$ cat src/rtl/fl_pkg.sv
package fl_pkg;

  typedef enum logic [1:0] {
    PIN_HIZ  = 2'd0,
    PIN_LOW  = 2'd1,
    PIN_HIGH = 2'd2
  } pin_mode_e;

  typedef struct packed {
    pin_mode_e pin;
    logic      force_hi;
  } drive_t;

endpackage

$ cat src/rtl/fl_wr_capture.sv
module fl_wr_capture #(
  parameter int          WW   = 24,
  parameter int          AW   = 3,
  parameter int          TW   = 12,
  parameter logic [AW-1:0] ADDR = 3'b010
) (
  input  logic          clk,
  input  logic          rst,
  input  logic          wr_en,
  input  logic [WW-1:0] wr_word,
  input  logic          pd_evt,
  output logic          pend_q,
  output logic [TW-1:0] pend_val_q,
  output logic          latch
);
  localparam int LSB = AW;
  localparam int MSB = AW + TW - 1;
  localparam int RSV = WW - AW - TW;

  logic          wr_hit;
  logic [TW-1:0] field;

  generate
    if (RSV > 0) begin : g_rsv
      assign wr_hit = wr_en && (wr_word[AW-1:0] == ADDR) && (wr_word[WW-1:MSB+1] == '0);
    end else begin : g_norsv
      assign wr_hit = wr_en && (wr_word[AW-1:0] == ADDR);
    end
  endgenerate

  assign field = wr_word[MSB:LSB];
  assign latch = pd_evt && pend_q;

  always_ff @(posedge clk) begin
    if (rst) begin
      pend_q     <= 1'b0;
      pend_val_q <= '0;
    end else if (wr_hit) begin
      pend_q     <= 1'b1;
      pend_val_q <= field;
    end else if (pd_evt) begin
      pend_q     <= 1'b0;
    end
  end

  AST_PEND_CLEARS: assert property (@(posedge clk) disable iff (rst)
    (pd_evt && !wr_hit) |=> !pend_q);

  AST_MISS_IGNORED: assert property (@(posedge clk) disable iff (rst)
    (!wr_hit && !pd_evt) |=> ($stable(pend_q) && $stable(pend_val_q)));

  AST_HIT_SETS: assert property (@(posedge clk) disable iff (rst)
    wr_hit |=> (pend_q && pend_val_q == $past(field)));

endmodule

$ cat src/rtl/fl_active_reg.sv
module fl_active_reg #(
  parameter int TW = 12
) (
  input  logic          clk,
  input  logic          rst,
  input  logic          latch,
  input  logic [TW-1:0] pend_val,
  output logic [TW-1:0] act_q,
  output logic [TW-1:0] act_nxt
);
  assign act_nxt = latch ? pend_val : act_q;

  always_ff @(posedge clk) begin
    if (rst) act_q <= '0;
    else     act_q <= act_nxt;
  end

  AST_ACT_HOLD: assert property (@(posedge clk) disable iff (rst)
    !latch |=> $stable(act_q));

endmodule

$ cat src/rtl/fl_countdown.sv
module fl_countdown #(
  parameter int TW       = 12,
  parameter int AUTO_MIN = 4
) (
  input  logic          clk,
  input  logic          rst,
  input  logic          pd_evt,
  input  logic          latch,
  input  logic [TW-1:0] pend_val,
  output logic [TW-1:0] cnt_nxt
);
  localparam logic [TW-1:0] MIN_V = TW'(AUTO_MIN);

  logic [TW-1:0] cnt_q;
  logic          is_auto;

  assign is_auto = (pend_val >= MIN_V);

  always_comb begin
    cnt_nxt = cnt_q;
    if (latch)                       cnt_nxt = is_auto ? pend_val : '0;
    else if (pd_evt && cnt_q != '0)  cnt_nxt = cnt_q - 1'b1;
  end

  always_ff @(posedge clk) begin
    if (rst) cnt_q <= '0;
    else     cnt_q <= cnt_nxt;
  end

  AST_CNT_LOAD: assert property (@(posedge clk) disable iff (rst)
    (latch && is_auto) |=> (cnt_q == $past(pend_val)));

  AST_CNT_STEP: assert property (@(posedge clk) disable iff (rst)
    (pd_evt && !latch && cnt_q != '0) |=> (cnt_q == $past(cnt_q) - 1'b1));

  AST_CNT_IDLE: assert property (@(posedge clk) disable iff (rst)
    !pd_evt |=> $stable(cnt_q));

endmodule

$ cat src/rtl/fl_pin_drive.sv
module fl_pin_drive
  import fl_pkg::*;
#(
  parameter int TW       = 12,
  parameter int AUTO_MIN = 4
) (
  input  logic          clk,
  input  logic          rst,
  input  logic [TW-1:0] act_nxt,
  input  logic [TW-1:0] cnt_nxt,
  input  logic          user_gain,
  output logic          pin_out,
  output logic          pin_oe,
  output logic          gain_hi,
  output logic          busy
);
  localparam logic [TW-1:0] MIN_V = TW'(AUTO_MIN);

  drive_t drv;
  logic   run_nxt;

  assign run_nxt = (cnt_nxt != '0);

  always_comb begin
    drv = '{pin: PIN_HIZ, force_hi: 1'b0};
    if (act_nxt >= MIN_V) begin
      if (run_nxt) drv = '{pin: PIN_LOW, force_hi: 1'b1};
    end else begin
      case (act_nxt[1:0])
        2'd1:    drv = '{pin: PIN_LOW,  force_hi: 1'b1};
        2'd2:    drv = '{pin: PIN_LOW,  force_hi: 1'b0};
        2'd3:    drv = '{pin: PIN_HIGH, force_hi: 1'b0};
        default: drv = '{pin: PIN_HIZ,  force_hi: 1'b0};
      endcase
    end
  end

  always_ff @(posedge clk) begin
    if (rst) begin
      pin_out <= 1'b0;
      pin_oe  <= 1'b0;
      gain_hi <= user_gain;
      busy    <= 1'b0;
    end else begin
      pin_out <= (drv.pin == PIN_HIGH);
      pin_oe  <= (drv.pin != PIN_HIZ);
      gain_hi <= drv.force_hi | user_gain;
      busy    <= run_nxt;
    end
  end

  AST_HIZ_LOW: assert property (@(posedge clk) disable iff (rst)
    !pin_oe |-> !pin_out);

endmodule

$ cat src/rtl/fastlock_timeout_ctrl.sv
module fastlock_timeout_ctrl #(
  parameter int            WW       = 24,
  parameter int            AW       = 3,
  parameter int            TW       = 12,
  parameter logic [AW-1:0] ADDR     = 3'b010,
  parameter int            AUTO_MIN = 4
) (
  input  logic          clk,
  input  logic          rst,
  input  logic          wr_en,
  input  logic [WW-1:0] wr_word,
  input  logic          pd_evt,
  input  logic          user_gain,
  output logic          pin_out,
  output logic          pin_oe,
  output logic          gain_hi,
  output logic          busy,
  output logic          pending
);
  logic [TW-1:0] pend_val;
  logic          latch;
  logic [TW-1:0] act_q;
  logic [TW-1:0] act_nxt;
  logic [TW-1:0] cnt_nxt;

  fl_wr_capture #(.WW(WW), .AW(AW), .TW(TW), .ADDR(ADDR)) i_cap (
    .clk(clk), .rst(rst), .wr_en(wr_en), .wr_word(wr_word), .pd_evt(pd_evt),
    .pend_q(pending), .pend_val_q(pend_val), .latch(latch)
  );

  fl_active_reg #(.TW(TW)) i_act (
    .clk(clk), .rst(rst), .latch(latch), .pend_val(pend_val),
    .act_q(act_q), .act_nxt(act_nxt)
  );

  fl_countdown #(.TW(TW), .AUTO_MIN(AUTO_MIN)) i_cnt (
    .clk(clk), .rst(rst), .pd_evt(pd_evt), .latch(latch), .pend_val(pend_val),
    .cnt_nxt(cnt_nxt)
  );

  fl_pin_drive #(.TW(TW), .AUTO_MIN(AUTO_MIN)) i_drv (
    .clk(clk), .rst(rst), .act_nxt(act_nxt), .cnt_nxt(cnt_nxt), .user_gain(user_gain),
    .pin_out(pin_out), .pin_oe(pin_oe), .gain_hi(gain_hi), .busy(busy)
  );

  AST_BUSY_FORCES: assert property (@(posedge clk) disable iff (rst)
    busy |-> (gain_hi && pin_oe && !pin_out));

  AST_CODE0_HIZ: assert property (@(posedge clk) disable iff (rst)
    (act_q == '0) |-> (!pin_oe && !busy));

  AST_CODE1_MANUAL: assert property (@(posedge clk) disable iff (rst)
    (act_q == TW'(1)) |-> (pin_oe && !pin_out && gain_hi));

  AST_CODE3_HIGH: assert property (@(posedge clk) disable iff (rst)
    (act_q == TW'(3)) |-> (pin_oe && pin_out));

  AST_BUSY_ONLY_AUTO: assert property (@(posedge clk) disable iff (rst)
    busy |-> (act_q >= TW'(AUTO_MIN)));

endmodule

$ cat config.mk
export PLATFORM = sky130hd
export DESIGN_NAME = fastlock_timeout_ctrl
export DESIGN_NICKNAME = d
export VERILOG_FILES = /design/src/rtl/fl_pkg.sv /design/src/rtl/fl_wr_capture.sv /design/src/rtl/fl_active_reg.sv /design/src/rtl/fl_countdown.sv /design/src/rtl/fl_pin_drive.sv /design/src/rtl/fastlock_timeout_ctrl.sv
export SDC_FILE = /design/constraint.sdc
export NUM_CORES = 1
export LEC_CHECK = 0
export BUFFER_PORTS_ARGS = -buffer_cell sky130_fd_sc_hd__buf_2
export CORE_UTILIZATION = 45
export CTS_BUF_LIST = sky130_fd_sc_hd__clkbuf_4
export DETAILED_ROUTE_END_ITERATION = 10
export HOLD_SLACK_MARGIN = 0.03
export PLACE_DENSITY_LB_ADDON = 0.25
export SLEW_MARGIN = 20
export SYNTH_ARGS = -nofsm -noshare
export SYNTH_HDL_FRONTEND = slang
export SYNTH_HIERARCHICAL = 1
export SYNTH_SLANG_ARGS = --single-unit
$ cat constraint.sdc
create_clock -name clk -period 2.9 [get_ports clk]
set_input_delay 0.29 -clock clk [delete_from_list [all_inputs] [get_ports clk]]
set_output_delay 0.29 -clock clk [all_outputs]
set_load 0.01 [all_outputs]
### Yosys cells after proc, flatten, opt, wreduce, memory -nomap -nowiden

Cells that the tools add are included.

* $add $sub $neg: 1
* magnitude comparators: 2
* eq/ne operators: 5
* multiplexer cells: 10
* bitwise gates (word level): 1
* reduce and logical (&&, ||, !) cells: 9

Operators by type and width (number)
* $mux W12: 4
* $ge A12 B3 Y1 const B: 2
* $reduce_bool A12 Y1: 2
* $sub A12 B1 Y12 const B: 1
* $logic_not A9 Y1: 1
* $pmux W3 S3: 1
* $eq A2 B2 Y1 const B: 3
* $logic_and A1 B1 Y1: 4
* $reduce_bool A2 Y1: 2
* $eq A3 B2 Y1 const B: 1
* $mux W1: 3
* $mux W3: 1
* $eq A2 B1 Y1 const B: 1
* $mux W2: 1
* $or A1 B1 Y1: 1

* bits in registers: 41
* input port bits: 29
* output and inout port bits: 5
* logic and storage cells: 36

### Longest topological paths before layout

* depth in word-level cells: 9
* gate-level depth with buffers: 9
* gate-level depth less buffers: 9

### By module

Netlist, hierarchy kept.

By module, submodules not included
* fl_countdown: times used 1, cells an instance 114, area each 847.1 sq um, seq. area each 240.2 sq um
* fl_wr_capture: times used 1, cells an instance 61, area each 625.6 sq um, seq. area each 260.2 sq um
* fl_active_reg: times used 1, cells an instance 38, area each 534.3 sq um, seq. area each 240.2 sq um
* fl_pin_drive: times used 1, cells an instance 26, area each 251.5 sq um, seq. area each 80.1 sq um

### Least setup slack after synthesis

No wires, ideal clock.

* kind: register to register
* start point: reg i_cnt.cnt_q[8]
* end point: reg i_drv.pin_oe
* setup time: 123 ps
* arrival: 2072 ps
* data required time: 2777 ps
* setup slack: 704 ps
* cell stages (with the launch flop): 9
* buffers on the path: 1
* clock period less this slack: 2196 ps
* cells stage by stage: dfxtp_1 or4_1 buf_2 o41ai_1 or3b_2 a21oi_1 nor4_1 and3_1 a211oi_1

* word-level cells in the longest chain between the ends: 8
* elaborated cells between the ends (all ways): 9
* classes of those cells: add/sub: 1; mux: 4; reduce/logical: 4

Ends and longest elaborated chain
* from (decl): RTL line fl_countdown.sv:14 `logic [TW-1:0] cnt_q;`
* from (signal assigned): RTL line fl_countdown.sv:27 `else cnt_q <= cnt_nxt;`
* $reduce_bool A12 Y1: RTL line fl_countdown.sv:22 `else if (pd_evt && cnt_q != '0) cnt_nxt = cnt_q - 1'b1;`
* $logic_and A1 B1 Y1: RTL line fl_countdown.sv:22
* $mux W12: RTL line fl_countdown.sv:22
* $mux W12: RTL line fl_countdown.sv:21 `if (latch) cnt_nxt = is_auto ? pend_val : '0;`
* via cnt_nxt[3]: RTL line fastlock_timeout_ctrl.sv:24 `logic [TW-1:0] cnt_nxt;`
* $reduce_bool A12 Y1: RTL line fl_pin_drive.sv:22 `assign run_nxt = (cnt_nxt != '0);`
* $mux W2: RTL line fl_pin_drive.sv:27 `if (run_nxt) drv = '{pin: PIN_LOW, force_hi: 1'b1};`
* $mux W3: RTL line fl_pin_drive.sv:26 `if (act_nxt >= MIN_V) begin`
* $reduce_bool A2 Y1: RTL line fl_pin_drive.sv:46 `pin_oe <= (drv.pin != PIN_HIZ);`
* to (signal assigned): RTL line fl_pin_drive.sv:46
* to (decl): RTL line fl_pin_drive.sv:13 `output logic pin_oe,`

The timed path passes the listed nets, and every way through them passes these cells.
A chain may end at the register's enable or synchronous reset.

### Worst setup path in the final report

Ends and elaborated chain as after synthesis.

==> results by group <==
Logic synthesis
  • Leading area contributor after synthesis: dfxtp_1
  • Ys async rst share: 0
  • Largest cells by area after synthesis: dfxtp_1 (36%), nand2b_1 (6.9%), mux2_4 (6.6%), mux2i_1 (5.3%), nor2b_1 (3.3%)
  • Syn_nets: 273
  • Ys Warns: 6
  • Netlist cell types: 46
  • Post-Syn Area: 0.00226 mm2
  • Ys flop type: dfxtp_1
  • Synthesized flop and latch total: 41
  • Post-synth EDFFs: 0
  • Sequential element share of the synthesized area: 0.363
  • Syn avg cell area: roughly 9.4 um2
  • Synth top area share: 0.363
  • Cells after synthesis: 239

Die
  • Core Area: 0.00479 mm2
  • Cell row count: 25
  • IO Count: 34
  • Starting Density: 0.472
  • Die Y-Extent: 72.8 um
  • Full die area: around 0.0053 mm2
  • Die W: 72.8 um

Finish
  • Share of layout cells above drive strength 1: 0.257
  • Area of the multi-input gates: 0.00134 mm2
  • Final Non-Filler Cells: about 340
  • Area Overhead vs Synth: 11.4%
  • FF+latch area: 821 um2
  • Fill cells: 424
  • Final nets: 306
  • Antenna Diode Count: 0

STA
  • Worst Tran Pin Value: 719 ps
  • RSZ-0062 raised after global routing: no
  • Setup TNS: 0 ps
  • Slew HR: 0.520
  • Final setup fails: 0
  • Worst clock skew: roughly 9.0 ps
  • Final count of hold timing violations: 0
  • Min Tclk post-route: 2600 ps
  • Setup WS post-layout: roughly 300 ps
  • Min Hold Slack: between 100 and 150 ps
  • Final Cycle Share: 0.897
  • Maximum clock frequency: 384 MHz
  • Final Slew Violations: 0

Placed design
  • Pre-CTS WS: about 310 ps
  • GP Congestion: 0.842
  • DP Cell Count: 332
  • Port buffer count: 33
  • Post-DP HPWL: 3.35 mm

Power
  • Pwr dens: 789 mW/mm2
  • Comb pwr share: 0.494
  • Sw frac: 0.419
  • Share of power burned in registers: 0.369
  • Peak supply drop: 0.322 mV
  • Sw Pwr: 831 uW
  • Clk pwr share: 0.136
  • P_int: 1.15 mW
  • Static Leak: about 0.99 nW

CTS
  • CTS tree: yes
  • Clock-pin slew on the worst setup and hold paths: 110 ps
  • H-tree Lvls: 2
  • Post-CTS sizing: 0
  • Root Driver: clkbuf_4
  • Clk buf depth: 2
  • TritonCTS Sinks: 41
  • # Post-CTS Setup Buffers: 0
  • Cts hold-fix bufs: 0
  • Clock latency on the worst-skew pair: about 350 ps
  • CTS Buf Count: 5

Global route
  • GRT Total Usage: 0.191
  • Vias in the first global route: about 1,700
  • GR Overflow Total: 0
  • Global-route wire length before repair: between 7 and 8 mm
  • Initial antenna violation count: 0
  • Pin count of the biggest net entering global routing: 40

Job
  • Max Cap Viol: 0

Route
  • Drt first-iter violations: ~130
  • Routed length per placed instance: 13.4 um
  • WL final: 4.55 mm
  • Total number of vias: 1,811
  • Routed vias/inst: roughly 5.3
  • Antenna Nets Post-Route: 0
  • First-pass detailed-route iteration total: 4
  • Drt drc: 0

Hold path
  • Min-delay src: user_gain
  • HP Class: in -> reg
  • Hold depth: 3
  • Hold worst-path end: i_drv/gain_hi

Critical path
  • Reg2Reg Depth: 7
  • CP arrival: 2820 ps
  • Required time worst endpoint: just over 3000 ps
  • Reg-to-reg slack, setup: around 300 ps
  • Reg2reg end: i_drv/pin_oe
  • FF-to-FF Start: i_cnt/cnt_q[8]
  • Critical Path Fanout Max: 6
  • Setup crit end kind: register
  • Startpoint types: register
  • Crit path kind: reg -> reg

Run status
  • Outcome: finished clean
Yosys cell counts (2+ instances only):
library cell / number
nor3_1: 6
nor2_1: 18
nand4_1: 3
clkbuf_1: 6
nand3_1: 8
dfxtp_1: 41
or2_2: 2
and2_1: 2
mux2i_1: 12
nor2b_4: 4
or3_1: 3
nor2b_1: 12
a311oi_1: 3
nor4_1: 9
mux2_4: 10
buf_6: 2
nand2b_1: 25
and4_1: 2
or4_1: 3
nand2_1: 4
a211oi_1: 5
and3_1: 2
buf_2: 2
mux2_2: 2
a31oi_1: 8
o31ai_1: 6
inv_1: 6
nor4_2: 2
ha_1: 5
a21oi_1: 10
layout make-up:
cell class              count  area share
clock inverters             2     0.00448
well taps                  67      0.0333
clock buffers               5      0.0149
multi-input cells         180       0.531
flip-flops and latches     41       0.326
repair buffers             38      0.0806
inverters                   6     0.00896
worst max path at each step:
stage / endpoint / slack, ps / cells past startpoint / start
after floorplan: i_drv/pin_oe / 700 / 8 / i_cnt/cnt_q[8]
after global placement: i_drv/pin_oe / 260 / 7 / i_cnt/cnt_q[8]
after detailed placement: i_drv/pin_oe / 310 / 7 / i_cnt/cnt_q[8]
after CTS: i_drv/pin_oe / 280 / 7 / i_cnt/cnt_q[8]
after global routing: i_drv/gain_hi / 70 / 7 / i_cnt/cnt_q[8]
final: i_drv/pin_oe / 300 / 7 / i_cnt/cnt_q[8]
power groups by stage:
stage	Sequential (mW)	Combinational, mW	Clock (mW)
after global routing	0.745	1.11	0.294
after floorplan	0.724	0.792	0
after CTS	0.729	0.976	0.281
after global placement	0.741	0.983	0
final	0.733	0.981	0.271
after detailed placement	0.741	0.965	0
state kept, by name (all words and copies together), names as in the netlist:
register and flops:
i_act/act_q 12, i_cap/pend_val_q 12, i_cnt/cnt_q 12, i_cap/pend_q 1, i_drv/busy 1, i_drv/gain_hi 1
i_drv/pin_oe 1, i_drv/pin_out 1
kinds of logic (layout without fill, tap and decap cells):
kind of cell,Yosys count,in the layout,share of synthesized area
flip-flops,41,41,0.363
multiplexers,24,24,0.130
adder cells (fa/ha/maj),5,5,0.0277
buffers and inverters,18,51,0.0449
AND/OR/NAND/NOR,109,109,0.301
AO/OA/AOI/OAI,42,42,0.133
cell usage in the layout (no fill, tap or decap), drive strengths merged:
master,netlist,routed
a211o,1,1
a211oi,5,5
a21oi,10,10
a22oi,1,1
a311oi,4,4
a31oi,8,8
a41oi,1,1
and2,2,2
and3,2,2
and4,2,2
buf,6,38
clkbuf,6,5
clkinv,0,1
clkinvlp,0,1
dfxtp,41,41
ha,5,5
inv,6,6
mux2,12,12
mux2i,12,12
nand2,4,4
nand2b,25,25
nand3,8,8
nand4,3,3
nor2,18,18
nor2b,16,16
nor3,6,6
nor4,11,11
nor4b,1,1
nor4bb,1,1
o211a,1,1
o21ai,2,2
o21ba,1,1
o31a,1,1
o31ai,6,6
o41ai,1,1
or2,2,2
or3,3,3
or3b,1,1
or4,4,4
metrics by stage:
step | utilization | total power, mW | area (um2)
2_1_floorplan | - | 1.52 | 2260
3_3_place_gp | 0.515 | 1.72 | 2470
3_5_place_dp | 0.515 | 1.71 | 2470
4_1_cts | 0.525 | 1.99 | 2510
5_1_grt | 0.525 | 2.14 | 2510
6_report | 0.525 | 1.99 | 2510
layer usage:
| metal | wire length, um | track usage | vias to the layer above |
|---|---|---|---|
| li1 | - | - | 940 |
| met1 | 2230 | 0.262 | 811 |
| met2 | 2030 | 0.294 | 54 |
| met3 | 217 | 0.0318 | 6 |
| met4 | 70 | 0.0871 | 0 |
| met5 | 0 | 0 | - |
critical path, stage by stage (launching register included):
cell and delay, ps:
dfxtp_1 360, or4_1 650, o41ai_1 520, or3b_2 210
a21oi_1 70, nor4_1 300, and3_1 280, a211oi_1 90
Note: power is estimated with default switching activity, not from simulation.
